`config.mk`:
```
export PLATFORM = sky130hd
export DESIGN_NAME = lpm_responder
export DESIGN_NICKNAME = d
export VERILOG_FILES = /design/src/rtl/lpm_pkg.sv /design/src/rtl/lpm_ctrl_regs.sv /design/src/rtl/lpm_decider.sv /design/src/rtl/lpm_irq.sv /design/src/rtl/lpm_responder.sv
export SDC_FILE = /design/constraint.sdc
export NUM_CORES = 1
export LEC_CHECK = 0
export ABC_AREA = 1
export BUFFER_PORTS_ARGS = -buffer_cell sky130_fd_sc_hd__buf_2
export CAP_MARGIN = 40
export CELL_PAD_IN_SITES_DETAIL_PLACEMENT = 0
export CELL_PAD_IN_SITES_GLOBAL_PLACEMENT = 2
export CORE_MARGIN = 2
export CORE_UTILIZATION = 21
export DETAILED_ROUTE_END_ITERATION = 12
export HOLD_SLACK_MARGIN = 0.03
export PLACE_DENSITY_LB_ADDON = 0.1
export SETUP_SLACK_MARGIN = 0.4
export SYNTH_ARGS = -nofsm -noshare
export SYNTH_HDL_FRONTEND = slang
export SYNTH_SLANG_ARGS = --single-unit
```
`constraint.sdc`:
```
create_clock -name clk -period 0.84 [get_ports clk]
set_input_delay 0.126 -clock clk [delete_from_list [all_inputs] [get_ports clk]]
set_output_delay 0.126 -clock clk [all_outputs]
set_load 0.02 [all_outputs]
```
`src/rtl/lpm_pkg.sv`:
```
package lpm_pkg;

    typedef enum logic [1:0] {
        HS_NONE  = 2'd0,
        HS_ACK   = 2'd1,
        HS_NYET  = 2'd2,
        HS_STALL = 2'd3
    } hs_code_e;

    localparam int ST_W     = 6;
    localparam int ST_SLEEP = 0;
    localparam int ST_NYET  = 1;
    localparam int ST_ACK   = 2;
    localparam int ST_NC    = 3;
    localparam int ST_RES   = 4;
    localparam int ST_ERR   = 5;

    localparam logic [1:0] LPM_ON = 2'b11;

    typedef struct packed {
        logic [1:0] lpm_en;
        logic       req;
    } ctrl_t;

endpackage

```
`src/rtl/lpm_ctrl_regs.sv`:
```
module lpm_ctrl_regs
    import lpm_pkg::*;
#(
    parameter int REG_W  = 8,
    parameter int EN_LSB = 2,
    parameter int REQ_B  = 0
) (
    input  logic             clk,
    input  logic             rst_n,
    input  logic             wr_en,
    input  logic [REG_W-1:0] wr_data,
    input  logic             ack_clr,
    output ctrl_t            ctrl
);

    ctrl_t ctrl_d, ctrl_q;

    always_comb begin
        ctrl_d = ctrl_q;
        if (ack_clr) begin
            ctrl_d.req = 1'b0;
        end
        if (wr_en) begin
            ctrl_d.lpm_en = wr_data[EN_LSB +: 2];
            ctrl_d.req    = wr_data[REQ_B];
        end
    end

    always_ff @(posedge clk or negedge rst_n) begin
        if (!rst_n) begin
            ctrl_q <= '0;
        end else begin
            ctrl_q <= ctrl_d;
        end
    end

    assign ctrl = ctrl_q;

    // a write always decides the next register value
    p_write_lands_r2: assert property (@(posedge clk) disable iff (!rst_n)
        wr_en |=> (ctrl_q.req == $past(wr_data[REQ_B])));

endmodule

```
`src/rtl/lpm_decider.sv`:
```
module lpm_decider
    import lpm_pkg::*;
#(
    parameter int NUM_FIFO = 4
) (
    input  logic                clk,
    input  logic                rst_n,
    input  logic                tok,
    input  ctrl_t               ctrl,
    input  logic [NUM_FIFO-1:0] fifo_busy,
    output logic                ack_clr,
    output logic [ST_W-1:0]     evt,
    output logic                hs_valid,
    output hs_code_e            hs_code,
    output logic                l1_enter
);

    typedef struct packed {
        logic     valid;
        hs_code_e code;
        logic     l1;
    } hs_t;

    hs_t hs_d, hs_q;
    logic any_busy;
    logic enabled;

    assign any_busy = |fifo_busy;
    assign enabled  = (ctrl.lpm_en == LPM_ON);

    always_comb begin
        hs_d    = '0;
        ack_clr = 1'b0;
        evt     = '0;
        if (tok) begin
            hs_d.valid = 1'b1;
            if (!enabled) begin
                hs_d.code   = HS_STALL;
                evt[ST_NC]  = 1'b1;
            end else if (ctrl.req && !any_busy) begin
                hs_d.code      = HS_ACK;
                hs_d.l1        = 1'b1;
                ack_clr        = 1'b1;
                evt[ST_ACK]    = 1'b1;
                evt[ST_SLEEP]  = 1'b1;
            end else begin
                hs_d.code     = HS_NYET;
                evt[ST_NYET]  = 1'b1;
            end
        end
    end

    always_ff @(posedge clk or negedge rst_n) begin
        if (!rst_n) begin
            hs_q <= '0;
        end else begin
            hs_q <= hs_d;
        end
    end

    assign hs_valid = hs_q.valid;
    assign hs_code  = hs_q.code;
    assign l1_enter = hs_q.l1;

    // a valid handshake always carries a real code
    p_valid_code_r7: assert property (@(posedge clk) disable iff (!rst_n)
        hs_valid |-> (hs_code != HS_NONE));

    // no token, no handshake in the next cycle
    p_quiet_r7: assert property (@(posedge clk) disable iff (!rst_n)
        !tok |=> (!hs_valid && !l1_enter));

    // a disabled link never sleeps
    p_stall_no_l1_r5: assert property (@(posedge clk) disable iff (!rst_n)
        (tok && !enabled) |=> (!l1_enter && hs_code == HS_STALL));

endmodule

```
`src/rtl/lpm_irq.sv`:
```
module lpm_irq
    import lpm_pkg::*;
(
    input  logic            clk,
    input  logic            rst_n,
    input  logic            wr_en,
    input  logic [ST_W-1:0] wr_data,
    input  logic            clr,
    input  logic [ST_W-1:0] evt,
    output logic [ST_W-1:0] ien,
    output logic [ST_W-1:0] status,
    output logic            irq
);

    typedef struct packed {
        logic [ST_W-1:0] ien;
        logic [ST_W-1:0] st;
    } irq_state_t;

    irq_state_t s_d, s_q;
    logic [ST_W-1:0] st_next;
    logic [ST_W-1:0] hit;

    for (genvar i = 0; i < ST_W; i++) begin : g_bit
        assign st_next[i] = evt[i] | (s_q.st[i] & ~clr);
        assign hit[i]     = s_q.st[i] & s_q.ien[i];
    end

    always_comb begin
        s_d    = s_q;
        s_d.st = st_next;
        if (wr_en) begin
            s_d.ien = wr_data;
        end
    end

    always_ff @(posedge clk or negedge rst_n) begin
        if (!rst_n) begin
            s_q <= '0;
        end else begin
            s_q <= s_d;
        end
    end

    assign ien    = s_q.ien;
    assign status = s_q.st;
    assign irq    = |hit;

    // without a clear, no status bit drops
    p_sticky_r10: assert property (@(posedge clk) disable iff (!rst_n)
        !clr |=> ((status & $past(status)) == $past(status)));

    // an event is recorded even under a clear
    p_evt_wins_r10: assert property (@(posedge clk) disable iff (!rst_n)
        (evt != '0) |=> ((status & $past(evt)) == $past(evt)));

endmodule

```
`src/rtl/lpm_responder.sv`:
```
module lpm_responder
    import lpm_pkg::*;
#(
    parameter int NUM_FIFO = 4,
    parameter int REG_W    = 8
) (
    input  logic                clk,
    input  logic                rst_n,
    input  logic                wr_en,
    input  logic                wr_sel,
    input  logic [REG_W-1:0]    wr_data,
    input  logic                stat_clr,
    input  logic                lpm_tok,
    input  logic [NUM_FIFO-1:0] fifo_busy,
    output logic [REG_W-1:0]    ctrl_rd,
    output logic [ST_W-1:0]     ien_rd,
    output logic [ST_W-1:0]     status_rd,
    output logic                hs_valid,
    output logic [1:0]          hs_code,
    output logic                l1_enter,
    output logic                irq
);

    localparam int EN_LSB = 2;
    localparam int REQ_B  = 0;

    ctrl_t           ctrl;
    logic            ack_clr;
    logic [ST_W-1:0] evt;
    hs_code_e        code;
    logic            wr_ctrl;
    logic            wr_ien;

    assign wr_ctrl = wr_en && !wr_sel;
    assign wr_ien  = wr_en &&  wr_sel;

    lpm_ctrl_regs #(
        .REG_W  (REG_W),
        .EN_LSB (EN_LSB),
        .REQ_B  (REQ_B)
    ) u_ctrl (
        .clk     (clk),
        .rst_n   (rst_n),
        .wr_en   (wr_ctrl),
        .wr_data (wr_data),
        .ack_clr (ack_clr),
        .ctrl    (ctrl)
    );

    lpm_decider #(
        .NUM_FIFO (NUM_FIFO)
    ) u_dec (
        .clk       (clk),
        .rst_n     (rst_n),
        .tok       (lpm_tok),
        .ctrl      (ctrl),
        .fifo_busy (fifo_busy),
        .ack_clr   (ack_clr),
        .evt       (evt),
        .hs_valid  (hs_valid),
        .hs_code   (code),
        .l1_enter  (l1_enter)
    );

    lpm_irq u_irq (
        .clk     (clk),
        .rst_n   (rst_n),
        .wr_en   (wr_ien),
        .wr_data (wr_data[ST_W-1:0]),
        .clr     (stat_clr),
        .evt     (evt),
        .ien     (ien_rd),
        .status  (status_rd),
        .irq     (irq)
    );

    assign hs_code = code;

    always_comb begin
        ctrl_rd = '0;
        ctrl_rd[EN_LSB +: 2] = ctrl.lpm_en;
        ctrl_rd[REQ_B]       = ctrl.req;
    end

    // sleep is entered only with an ACK
    p_l1_ack_r3: assert property (@(posedge clk) disable iff (!rst_n)
        l1_enter |-> (hs_valid && hs_code == 2'd1));

    // ACK clears the request when no write competes
    p_ack_clears_r3: assert property (@(posedge clk) disable iff (!rst_n)
        (lpm_tok && ctrl.lpm_en == LPM_ON && ctrl.req && fifo_busy == '0 && !wr_ctrl)
        |=> (ctrl_rd[REQ_B] == 1'b0));

    // NYET keeps the request armed
    p_nyet_holds_r4: assert property (@(posedge clk) disable iff (!rst_n)
        (lpm_tok && ctrl.lpm_en == LPM_ON && ctrl.req && fifo_busy != '0 && !wr_ctrl)
        |=> (ctrl_rd[REQ_B] == 1'b1 && !l1_enter));

    // an enabled, set status bit raises the line
    p_irq_r9: assert property (@(posedge clk) disable iff (!rst_n)
        ((status_rd & ien_rd) != '0) |-> irq);

endmodule

```
==> flow_summary.yaml <==
status:
  status: "complete, but fails checks"
  violations: "hold timing, setup timing"
power:
  leakage_nw: 0.775
  total_power_w: 0.00246
  ir_drop_mv: 0.538
  powerDensity_nw_per_um2: 1620
synthesis:
  synthMuxAreaShare_pct: 5.72
  synth_adder_area_share_pct: 0
  synth.area.top_cells: "dfrtp_1, nand2_1, inv_1"
  synth_top_family_by_area: "simple AND/OR/NAND/NOR gates"
  syn_area_um2: 787
  synthSimpleGateAreaFrac_pct: 17.6
  async_reset_ff_share_pct: 100
  ys_seq_area_share_pct: 60.4
  ys_types: 14
  synth_common_cells: "nand2_1, dfrtp_1, inv_1, nor2_1"
  synthCells: 82
  synth_edf_count: 0
  ys_warn_count: 0
  syn_avg_cell_area_um2: 9.60
  ys_ff_latch: 19
  synth_flop_cell: "dfrtp_1"
  synth_top_area_cell: "dfrtp_1"
  synth.most_common_cell: "nand2_1"
  synthXorXnorAreaFrac_pct: 0
  synth_top_area_share_pct: 60.4
  synth-compound-area-share_pct: 5.25
grt:
  grt_overflow: 0
  grt_pass1_wl_mm: 3.14
  antenna_found_initial: 0
  grt_use_total_pct: 9.65
  grt_max_degree: 20
  grt_pass1_vias: 699
timing:
  setup_viol: 30
  worst_pin_slew_ns: 0.527
  slew_headroom_pct: 64.7
  fmax_mhz: 795
  skew_ns: 0.00225
  final_max_slew_viol_count: 0
  min_period_over_period_pct: 150
  fin_ws_ns: -0.418
  fin_crit_ns: 1.26
  whs_ns: -0.197
  hold_viol_final: 19
  rsz0062_at_grt: "true"
critical_path:
  worstSetupStartpointType: "flop"
  startpoint: "u_irq.status[4]"
  reg2reg_from: "u_ctrl.ctrl[0]"
  endpoint_kind: "output port"
  crit_required_ns: 0.71
  reg2reg_to: "u_ctrl.ctrl[0]"
  crit_path_end: "irq"
  crit_fanout: 2
  r2r_setup_slack_ns: -0.14
  crit_type: "reg2out"
  worstRegToRegCells: 5
  arrival_ns: 1.13
clocking:
  cts_max_path_buffers: 2
  cts.clk_slew.worst_paths_ns: 0.07
  cts_tree: "yes"
  htreeDepth: 1
  root_buffer: "clkbuf_8"
  clk_latency_ns: 0.25
  clock-sinks: 19
  cts_buffers: 3
cells_and_area:
  drive_gt1_share_pct: 69.7
  fin_cells: 190
  seq_area_um2: 494
  fill_cells: 394
  nets: 161
  final_util_pct: 41.7
  multi_input_area_um2: 337
  syn2layout_area_growth_pct: 92.4
  n_antenna_cell: 0
placed_design:
  place_inst: 178
  gp_congestion: 0.691
  hpwl_mm: 1.46
  io_buffer_count: 35
drt:
  wl_met1_um: 868
  wl_met2_um: 961
  drtAntennaViolNets: 0
  route.met3.wl_um: 133
  drcViolationCount: 0
  top_layer: "met4"
  drt_wl_total_mm: 1.98
  first_iter_violations: 17
  post_drt_wl_per_cell_um: 10.4
  num_vias: 732
  drt-vias-per-instance: 3.85
  drt_first_pass_iters: 2
floorplanning:
  dieHeight_um: 65.2
  start_util_pct: 21.7
  fp-row-count: 22
  ios: 43
  coreArea_um2: 3630
  die_x_um: 65.2
  design.die.area_um2: 4250
min_path:
  min_path_type: "in2async"
flow_run:
  maxCapViolations: 0
[cell usage in the layout, fill, tap and decap left out]
master    count
nand4_4       1
dfrtp_1       4
nand3_2       1
o21ai_2       4
nand2_2       7
inv_4         1
a21oi_2       2
buf_2        15
inv_1        10
nor2_4        1
conb_1        5
mux2_4        3
nand4_1       1
inv_2         1
nor2_1        5
dfrtp_2      15
buf_6        34
mux2_2        1
buf_4         7
clkbuf_8      3
a31oi_4       1
o21ai_1       1
nand2_1      16
nand2_4       1
buf_12        1
clkbuf_1      1
[cells by family (layout without fill, tap and decap cells)]
family,count (synthesis),after routing
flip-flops,19,19
AO/OA/AOI/OAI,8,8
other,1,5
buffers and inverters,17,73
AND/OR/NAND/NOR,33,33
multiplexers,4,4
[worst max-delay path, cell delays in order (launching register included)]
cell	delay [ns]
dfrtp_2	0.40
nand2_1	0.06
nand2_1	0.06
a21oi_2	0.10
nand4_1	0.11
buf_6	0.15
[area by class of cell]
type	count	area share (%)
tap	48	3.97
inverter	12	3.14
clock buffer	4	2.98
multi-input combinational	50	22.2
sequential	19	32.6
timing repair buffer	57	35.0
[per-stage QoR]
step                setup slack, ns  TNS, ns  instance area [um2]
finish                       -0.418    -4.07                 1510
floorplan                    -0.178   -0.406                  831
CTS                          -0.409    -3.69                 1360
detailed placement           -0.143   -0.633                 1130
global placement             -0.134   -0.560                 1130
global route                 -0.518    -5.20                 1510
[where the power goes]
part	internal (W)	switching, W
sequential	0.00101	0.0000632
clock	0.000336	0.000284
combinational	0.000419	0.000351
total	0.00176	0.000698
[sequential cells by signal (all words and copies together) (netlist names)]
name and flops:
u_irq.status 6, u_dec.l1_enter 1, u_dec.hs_valid 1, u_ctrl.ctrl 3, u_dec.hs_code 2, u_irq.ien 6
[how the worst min path moves through the flow]
stage	start	to	slack, ns	cells after the start
final	rst_n	u_irq.ien[5]	-0.20	1
after global routing	rst_n	u_dec.l1_enter	-0.16	1
after CTS	rst_n	u_dec.hs_code[0]	-0.18	1
after detailed placement	rst_n	u_irq.ien[5]	0.09	1
after global placement	rst_n	u_dec.hs_valid	0.1	1
after floorplan	rst_n	u_ctrl.ctrl[0]	-0.17	0
[layer usage]
metal / vias up / track usage, %
li1: 366 / -
met3: 2 / 2.57
met4: 0 / 3.13
met5: - / 0
met2: 23 / 15.4
met1: 341 / 12.7
[repair_timing]
item                                   in CTS  in global routing
setup endpoints to repair                  38                 38
pin swaps                                   5                  5
buffers inserted                            0                  8
resized for setup                          55                 21
endpoints found under the hold margin      19                 19
(Power assumes the default switching activity.)
